### config.mk
export PLATFORM = sky130hd
export DESIGN_NAME = gpio_bank_ctrl
export DESIGN_NICKNAME = d
export VERILOG_FILES = /design/src/rtl/gpio_bank_pkg.sv /design/src/rtl/gpio_in_sync.sv /design/src/rtl/gpio_addr_decode.sv /design/src/rtl/gpio_bank_slice.sv /design/src/rtl/gpio_bank_ctrl.sv
export SDC_FILE = /design/constraint.sdc
export NUM_CORES = 1
export LEC_CHECK = 0
export BUFFER_PORTS_ARGS = -buffer_cell sky130_fd_sc_hd__buf_2
export CORE_UTILIZATION = 45
export CTS_BUF_LIST = sky130_fd_sc_hd__clkbuf_8
export DETAILED_ROUTE_END_ITERATION = 10
export HOLD_SLACK_MARGIN = 0.05
export MAX_ROUTING_LAYER = met4
export PLACE_DENSITY = 0.67
export SLEW_MARGIN = 5
export SYNTH_ARGS = -nofsm -noshare
export SYNTH_HDL_FRONTEND = slang
export SYNTH_SLANG_ARGS = --single-unit
### constraint.sdc
create_clock -name clk -period 2 [get_ports clk]
set_input_delay 0.1 -clock clk [delete_from_list [all_inputs] [get_ports clk]]
set_output_delay 0.1 -clock clk [all_outputs]
set_load 0.01 [all_outputs]
### src/rtl/gpio_bank_pkg.sv
package gpio_bank_pkg;
   localparam int WORD_W    = 32;
   localparam int NUM_KINDS = 7;

   typedef enum logic [2:0] {
      K_LEVEL = 3'd0,
      K_DIR   = 3'd1,
      K_SET   = 3'd2,
      K_CLR   = 3'd3,
      K_RISE  = 3'd4,
      K_FALL  = 3'd5,
      K_STAT  = 3'd6
   } reg_kind_e;
endpackage

### src/rtl/gpio_in_sync.sv
module gpio_in_sync #(
   parameter int W           = 32,
   parameter int SYNC_STAGES = 2
) (
   input  logic         clk,
   input  logic         rst_n,
   input  logic [W-1:0] din,
   output logic [W-1:0] synced,
   output logic [W-1:0] rise_ev,
   output logic [W-1:0] fall_ev
);
   logic [W-1:0] stg [SYNC_STAGES];
   logic [W-1:0] prev_q;

   always_ff @(posedge clk) begin
      if (!rst_n) begin
         for (int i = 0; i < SYNC_STAGES; i++) stg[i] <= '0;
         prev_q <= '0;
      end else begin
         stg[0] <= din;
         for (int i = 1; i < SYNC_STAGES; i++) stg[i] <= stg[i-1];
         prev_q <= stg[SYNC_STAGES-1];
      end
   end

   assign synced  = stg[SYNC_STAGES-1];
   assign rise_ev = synced & ~prev_q;
   assign fall_ev = ~synced & prev_q;
endmodule

### src/rtl/gpio_addr_decode.sv
module gpio_addr_decode
   import gpio_bank_pkg::*;
#(
   parameter int NBANK  = 2,
   parameter int ADDR_W = 8,
   parameter int BANK_W = 1
) (
   input  logic [ADDR_W-1:0] addr,
   output logic              hit,
   output reg_kind_e         kind,
   output logic [BANK_W-1:0] bank
);
   localparam int WW     = ADDR_W - 2;
   localparam int NWORDS = NUM_KINDS * NBANK;

   logic [WW-1:0] word;
   int            widx;

   assign word = addr[ADDR_W-1:2];

   always_comb begin
      widx = int'(word);
      hit  = (widx < NWORDS) && (addr[1:0] == 2'b00);
      kind = K_LEVEL;
      bank = '0;
      if (hit) begin
         kind = reg_kind_e'(3'(widx / NBANK));
         bank = BANK_W'(widx % NBANK);
      end
   end
endmodule

### src/rtl/gpio_bank_slice.sv
module gpio_bank_slice
   import gpio_bank_pkg::*;
(
   input  logic              clk,
   input  logic              rst_n,
   input  logic              wr_en,
   input  reg_kind_e         kind,
   input  logic [WORD_W-1:0] wdata,
   input  logic [WORD_W-1:0] synced,
   input  logic [WORD_W-1:0] rise_ev,
   input  logic [WORD_W-1:0] fall_ev,
   output logic [WORD_W-1:0] out_q,
   output logic [WORD_W-1:0] dir_q,
   output logic [WORD_W-1:0] stat_q,
   output logic [WORD_W-1:0] rdata
);
   logic [WORD_W-1:0] rise_q, fall_q;
   logic [WORD_W-1:0] out_nxt, stat_nxt, stat_clr, hits;

   always_comb begin
      out_nxt = out_q;
      if (wr_en && kind == K_SET) out_nxt = out_q | wdata;
      if (wr_en && kind == K_CLR) out_nxt = out_q & ~wdata;
      stat_clr = (wr_en && kind == K_STAT) ? wdata : '0;
      hits     = (rise_ev & rise_q) | (fall_ev & fall_q);
      stat_nxt = (stat_q & ~stat_clr) | hits;
   end

   always_ff @(posedge clk) begin
      if (!rst_n) begin
         out_q  <= '0;
         dir_q  <= '0;
         rise_q <= '0;
         fall_q <= '0;
         stat_q <= '0;
      end else begin
         out_q  <= out_nxt;
         stat_q <= stat_nxt;
         if (wr_en && kind == K_DIR)  dir_q  <= wdata;
         if (wr_en && kind == K_RISE) rise_q <= wdata;
         if (wr_en && kind == K_FALL) fall_q <= wdata;
      end
   end

   always_comb begin
      case (kind)
         K_LEVEL: rdata = synced;
         K_DIR:   rdata = dir_q;
         K_RISE:  rdata = rise_q;
         K_FALL:  rdata = fall_q;
         K_STAT:  rdata = stat_q;
         default: rdata = '0;
      endcase
   end
endmodule

### src/rtl/gpio_bank_ctrl.sv
module gpio_bank_ctrl
   import gpio_bank_pkg::*;
#(
   parameter int NUM_PINS    = 64,
   parameter int ADDR_W      = 8,
   parameter int SYNC_STAGES = 2
) (
   input  logic                clk,
   input  logic                rst_n,
   input  logic                reg_we,
   input  logic [ADDR_W-1:0]   reg_addr,
   input  logic [WORD_W-1:0]   reg_wdata,
   output logic [WORD_W-1:0]   reg_rdata,
   input  logic [NUM_PINS-1:0] pin_in,
   output logic [NUM_PINS-1:0] pin_out,
   output logic [NUM_PINS-1:0] pin_oe,
   output logic                irq
);
   localparam int NBANK  = NUM_PINS / WORD_W;
   localparam int BANK_W = (NBANK > 1) ? $clog2(NBANK) : 1;

   initial begin
      assert (NUM_PINS > 0 && NUM_PINS % WORD_W == 0)
         else $error("NUM_PINS must be a positive multiple of 32");
      assert (NUM_KINDS * NBANK * 4 <= 2 ** ADDR_W)
         else $error("ADDR_W too small for the register map");
      assert (SYNC_STAGES >= 2)
         else $error("SYNC_STAGES must be at least 2");
   end

   logic              dec_hit;
   reg_kind_e         dec_kind;
   logic [BANK_W-1:0] dec_bank;

   logic [NUM_PINS-1:0] synced, rise_ev, fall_ev;
   logic [WORD_W-1:0]   slice_rd   [NBANK];
   logic [NBANK-1:0]    stat_any;

   gpio_addr_decode #(.NBANK(NBANK), .ADDR_W(ADDR_W), .BANK_W(BANK_W)) u_dec (
      .addr(reg_addr), .hit(dec_hit), .kind(dec_kind), .bank(dec_bank)
   );

   gpio_in_sync #(.W(NUM_PINS), .SYNC_STAGES(SYNC_STAGES)) u_sync (
      .clk(clk), .rst_n(rst_n), .din(pin_in),
      .synced(synced), .rise_ev(rise_ev), .fall_ev(fall_ev)
   );

   for (genvar b = 0; b < NBANK; b++) begin : g_bank
      logic [WORD_W-1:0] st;
      gpio_bank_slice u_slice (
         .clk     (clk),
         .rst_n   (rst_n),
         .wr_en   (reg_we && dec_hit && dec_bank == BANK_W'(b)),
         .kind    (dec_kind),
         .wdata   (reg_wdata),
         .synced  (synced [b*WORD_W +: WORD_W]),
         .rise_ev (rise_ev[b*WORD_W +: WORD_W]),
         .fall_ev (fall_ev[b*WORD_W +: WORD_W]),
         .out_q   (pin_out[b*WORD_W +: WORD_W]),
         .dir_q   (pin_oe [b*WORD_W +: WORD_W]),
         .stat_q  (st),
         .rdata   (slice_rd[b])
      );
      assign stat_any[b] = |st;
   end

   always_comb begin
      reg_rdata = '0;
      for (int b = 0; b < NBANK; b++)
         if (dec_hit && dec_bank == BANK_W'(b)) reg_rdata = slice_rd[b];
   end

   assign irq = |stat_any;
endmodule

== Word level (Yosys, flattened, before mapping) ==
Memory sizes are Yosys's and may differ from the RTL's.
Cells that the tools add are included.
Cells by class
  magnitude comparators: 1
  bitwise logic cells: 24
  mux-type cells: 16
  reduce and logical (&&, ||, !) cells: 23
  eq/ne operators: 6
Operator list (number)
  case mux 32 bit (5 select lines): 2
  bitwise AND 32 bit: 8
  2-to-1 mux 32 bit: 8
  OR 32 bit: 6
  bitwise AND 64 bit: 2
  2-to-1 mux 64 bit: 2
  inverter 64 bit: 2
  inverter 32 bit: 3
  OR reduction 64 bit: 1
  logical AND 1 bit: 18
  == test 3 bit, second input constant: 3
  == test 3 x 2 -> 1 bit, second input constant: 2
  < comparator 6 x 4 -> 1 bit, second input constant: 1
  nonzero test 2 bit: 2
  == test 3 x 1 -> 1 bit, second input constant: 1
  logical NOT 3 bit: 1
  2-to-1 mux 1 bit: 3
  2-to-1 mux 3 bit: 1
  logical NOT 2 bit: 1
  OR 1 bit: 2
  inverter 1 bit: 1
Storage, ports and cells
  memories: 1
  output and inout bits: 161
  input bits: 107
  logic and storage cells: 82
  RAM bits: 128
  bits in registers: 384
Memories
  u_sync.stg: depth 2, bits a word 64, read ports 2, clocked after Yosys merged registers in 0, write ports 2, RTL line gpio_in_sync.sv:12  | logic [W-1:0] stg [SYNC_STAGES];

== Depth between registers and ports, before layout ==
  depth in word-level cells: 10
  gate-level depth with buffers: 8
  gate-level depth less buffers: 4

== Cells and area by module ==
From an unflattened synthesis, not the netlist that was laid out.
Second synthesis, totals
  cell total of the unflattened synthesis: 2480
  area, all modules: 22940.8 um^2
By module, submodules not included
  gpio_bank_slice: area an instance 7830.0 um^2, seq. area each 3203.1 um^2, times used 2, cells each 889
  gpio_in_sync: area an instance 6506.2 um^2, seq. area each 3843.7 um^2, times used 1, cells each 597
  gpio_bank_ctrl: area an instance 704.4 um^2, seq. area each 0.0 um^2, times used 1, cells each 95
  gpio_addr_decode: area an instance 70.1 um^2, seq. area each 0.0 um^2, times used 1, cells each 10

== Worst setup path before layout ==
OpenSTA, ideal clock, no wires.
  path kind: input -> output
  start point: input port reg_addr[3]
  end point: output port reg_rdata[0]
  data required time: 1.900 ns
  setup slack: -0.074 ns
  cell stages on the path: 7
  path buffers: 3
  arrival: 1.974 ns
  cells stage by stage: buf_2 buf_1 buf_1 mux2_2 nand3_1 a31oi_1 or4_1
Between the ends
  longest elaborated chain between the ends: 7
  elaborated cells on any way between the ends: 16
  classes of those cells: 1 x order compare; 4 x eq/ne; 6 x mux; 1 x bitwise; 4 x reduce/logical
Ends and longest elaborated chain
  start: declaration: RTL line gpio_bank_ctrl.sv:11  | input logic [ADDR_W-1:0] reg_addr,
  < comparator 6 x 4 -> 1 bit: RTL line gpio_addr_decode.sv:23  | hit = (widx < NWORDS) && (addr[1:0] == 2'b00);
  logical AND 1 bit: RTL line gpio_addr_decode.sv:23
  2-to-1 mux 3 bit / 2-to-1 mux 1 bit (equally long branches): RTL line gpio_addr_decode.sv:26  | if (hit) begin
  == test 3 bit (tied with other cells): RTL line gpio_bank_slice.sv:46  | case (kind)
  case mux 32 bit (5 select lines) / logical AND 1 bit (equally long branches): RTL line gpio_bank_slice.sv:46, gpio_bank_ctrl.sv:70
  2-to-1 mux 32 bit: RTL line gpio_bank_ctrl.sv:70  | if (dec_hit && dec_bank == BANK_W'(b)) reg_rdata = slice_rd[b];
  2-to-1 mux 32 bit (*): RTL line gpio_bank_ctrl.sv:70
  end: declaration: RTL line gpio_bank_ctrl.sv:13  | output logic [WORD_W-1:0] reg_rdata,
Every way passes the cells marked *; elsewhere a longest branch is shown, timed or not.

== Worst setup path after layout ==
  start point: register g_bank[0].u_slice.stat_q[20]
  end point: output port irq
Between the ends
  longest elaborated chain between the ends: 1
Ends and longest elaborated chain
  start: declaration: RTL line gpio_bank_slice.sv:14  | output logic [WORD_W-1:0] stat_q,
  start signal: assignment: RTL line gpio_bank_slice.sv:38  | stat_q <= stat_nxt;
  OR reduction 64 bit: RTL line gpio_bank_ctrl.sv:73  | assign irq = |stat_any;
  end: declaration: RTL line gpio_bank_ctrl.sv:17  | output logic irq
Every way passes these cells.

==> summary.txt <==
Status
  – Status: finished with violations
  – Failing checks: negative setup slack

Synthesis
  – Post-synth net total: roughly 2600
  – Yosys top cell by area: dfxtp_1
  – Synth warn: 0
  – Synth Flop Type: dfxtp_1
  – Post-synth ARST share: 0%
  – Synthesized flop and latch total: slightly above 500
  – Sequential-to-total area share from yosys stat: 46.7%
  – Avg Cell Area, Syn: 8.66 um2
  – Area share of the leading cell type in the synthesized netlist: between 40% and 50%
  – EDFF count, synth: 0
  – Netlist Area Pre-Place: approximately 22000 um2
  – Distinct cell type count after synthesis: 55
  – Synth area leaders: dfxtp_1 (47%), nand2_1 (8.3%), a21oi_1 (7.5%)
  – Cells after synthesis: roughly 2500

GRT
  – All-Layer GR Usage: 33.0%
  – Vias in the first global route: between 20000 and 25000
  – Grt ovf: 0
  – Initial antenna violation count: 3
  – Largest net degree at the start of global routing: ~140
  – First-pass GRT wire length: 123000 um

Clock tree
  – # clock sinks: slightly above 500
  – Root Driver: clkbuf_8
  – Worst-Skew Late Latency: a little under 0.7 ns
  – H-tree depth: 3
  – CTS tree: built
  – Clk pin slew, worst setup/hold paths: 0.06 ns
  – CTS max path bufs: 3
  – Num CTS Buffers: 85

Detailed routing
  – Routed length per placed instance: 22.7 um
  – Via/cell ratio: between 5 and 6
  – First drt pass iteration count: 6
  – DRT antenna net count: 0
  – Final WL: ~83000 um
  – Vias: 21634
  – DRC: 0
  – DRT iter0 DRCs: about 2000

Cells and area
  – Area Growth Syn to Fin: 34.5%
  – Post-route insts no fill: around 3700
  – Register Area: about 10000 um2
  – Footprint of the multi-input gates: 11600 um2
  – Layout cells sized above 1: 32.1%
  – Nets: 3088
  – Fill cells: between 4000 and 5000

Min path
  – Hold EP: u_sync.stg[0][41]
  – Hold Crit Depth: 3
  – HP Start: pin_in[41]
  – Hold/Removal Path Class: input port to register

Power
  – PD cells: around 700 nW/um2
  – Lkg Pwr: roughly 11 nW
  – VDD IR-drop max: roughly 0.56 mV
  – Total Power: 21.1 mW

Place
  – Placer Congestion: between 0.9 and 1
  – IO buf count: roughly 270
  – Placed cells: roughly 3300
  – Post-DP HPWL: approximately 52000 um
  – Dpl ws: -0.173 ns

Die
  – Die extent in x: 223 um
  – Die height: ~220 um
  – Full die area: 49600 um2
  – Row Count: 80
  – Core Region: approximately 48000 um2
  – Initial Utilization: a little under half
  – Io pins: roughly 270

Critical path
  – FF-to-FF path depth: 4
  – CP max FO: 3
  – Crit Path Category: register to output pin
  – Register-to-register setup slack: 1.04 ns
  – Crit end category: output pin
  – Critical R2R Capture: g_bank[0].u_slice.stat_q[18]
  – RR Startpoint: u_sync.stg[0][82]
  – Critical Path RT: approximately 1.9 ns
  – Crit path DAT: about 2.5 ns
  – CP startpoint kind: register

Timing
  – Final Setup Violations: 33
  – Slack of the critical path: -0.608 ns
  – Setup Skew: ~0.015 ns
  – Worst slew pin tran: between 0.5 and 0.6 ns
  – Slew Limit Fails: 0
  – FMAX: roughly 380 MHz
  – Final hold violations: 0
  – Fin crit period: around 2.6 ns
  – Rel. slew slack: approximately three fifths
  – Period utilization: 130%
  – Unrepaired setup endpoints after global routing: true

Run
  – Max_cap viols: 0
-- metal layers --
metal  vias up  GRT usage, %  routed length [um]  part of all wire [%]
li1       9774             -                   -                     -
met1     10579          39.2               32800                    40
met2      1042          53.9               39300                    47
met3       239          6.15                6820                   8.2
met4         0          15.4                4070                   4.9
met5         -             -                   0                     0
-- placed cells by master, fill, tap and decap left out, types with 11 or more instances in the layout --
| cell | synthesis | routed |
|---|---|---|
| a211oi_2 | 60 | 60 |
| a21boi_0 | 64 | 64 |
| a21oi_1 | 328 | 311 |
| a21oi_2 | 1 | 16 |
| a22oi_2 | 0 | 13 |
| a311o_1 | 12 | 12 |
| a311oi_1 | 21 | 11 |
| a31oi_4 | 0 | 15 |
| a41oi_1 | 12 | 11 |
| and2_1 | 193 | 193 |
| buf_12 | 1 | 48 |
| buf_2 | 70 | 243 |
| buf_4 | 9 | 162 |
| buf_6 | 8 | 27 |
| clkbuf_8 | 0 | 104 |
| clkinv_2 | 0 | 13 |
| dfxtp_1 | 512 | 418 |
| dfxtp_2 | 0 | 89 |
| dlygate4sd3_1 | 0 | 113 |
| inv_1 | 5 | 33 |
| mux2_2 | 63 | 40 |
| mux2_4 | 0 | 23 |
| nand2_1 | 483 | 483 |
| nand3_1 | 127 | 111 |
| nand3_2 | 0 | 16 |
| nand3b_1 | 65 | 65 |
| o21a_1 | 64 | 64 |
| o21ai_0 | 108 | 95 |
| o21ai_1 | 9 | 17 |
| or4_4 | 1 | 21 |
-- report_power, final --
part | switching, mW | internal (mW)
registers | 0.121 | 10.4
logic | 0.932 | 0.611
clock network | 4.28 | 4.80
total | 5.34 | 15.8
-- worst max-delay path: stages, from the launching register on --
cell and delay (ns):
dfxtp_1 0.35, nor4_2 0.32, buf_4 0.17, nand4_1 0.09
buf_4 0.17, or4_4 0.58, buf_6 0.15
-- cell families (layout without fill, tap and decap cells) --
kind of cell           Yosys count  after routing  synth area share, %
muxes                           64             64                 3.28
AOI/OAI and AO/OA              758            758                 22.7
and+or+nand+nor                954            954                 22.1
buffers and inverters          244            754                 5.13
other                            0              4                    0
DFF                            512            512                 46.7
-- worst max-delay path by stage --
| stage | startpoint | endpoint | slack [ns] | depth (start not counted) |
|---|---|---|---|---|
| floorplan | reg_addr[3] | reg_rdata[0] | 0.05 | 7 |
| global placement | reg_addr[1] | reg_rdata[12] | -0.19 | 8 |
| detailed placement | reg_addr[1] | reg_rdata[18] | -0.17 | 7 |
| CTS | g_bank[1].u_slice.stat_q[4] | irq | -0.63 | 6 |
| global route | g_bank[0].u_slice.stat_q[20] | irq | -0.67 | 6 |
| finish | g_bank[0].u_slice.stat_q[20] | irq | -0.61 | 6 |
-- timing repair --
item | 4_1_cts | 5_1_grt
setup endpoints to repair | 33 | 33
hold buffers | 113 | 0
gates resized for setup | 262 | 71
buffers inserted | 57 | 7
pin swaps | 82 | 42
cloned | 0 | 8
hold endpoints to repair | 400 | 0
-- metrics by stage --
| step | setup TNS, ns | util [%] | hold slack, ns | area [um2] |
|---|---|---|---|---|
| final | -6.83 | 61.5 | 0.145 | 29500 |
| after global routing | -7.90 | 61.5 | 0.150 | 29500 |
| after CTS | -7.12 | 60.4 | 0.110 | 29000 |
| after detailed placement | -18.77 | 51.9 | 0.309 | 24900 |
| after global placement | -13.33 | 51.9 | 0.306 | 24900 |
| after floorplan | 0 | - | 0.227 | 21900 |
-- cells in the mapped netlist (all sizes together) (18+ instances only) --
library cell	count
a31oi	18
a311oi	21
or4	22
a22oi	23
a21boi	64
nand2	483
dfxtp	512
nor4	20
mux2	63
buf	109
a211oi	64
clkbuf	130
nand3b	65
o21ai	117
and2	193
nand3	127
a21oi	329
o21a	64
-- final cells by class --
class / count / area share (%)
multi-input cells: 1776 / 39.5
flip-flops and latches: 512 / 35.2
repair buffers: 601 / 17.0
clock buffers: 104 / 4.85
well taps: 615 / 2.61
clock inverters: 44 / 0.717
inverters: 5 / 0.0891
diodes: 4 / 0.0339
No activity file was read; power rests on OpenSTA's default activity.
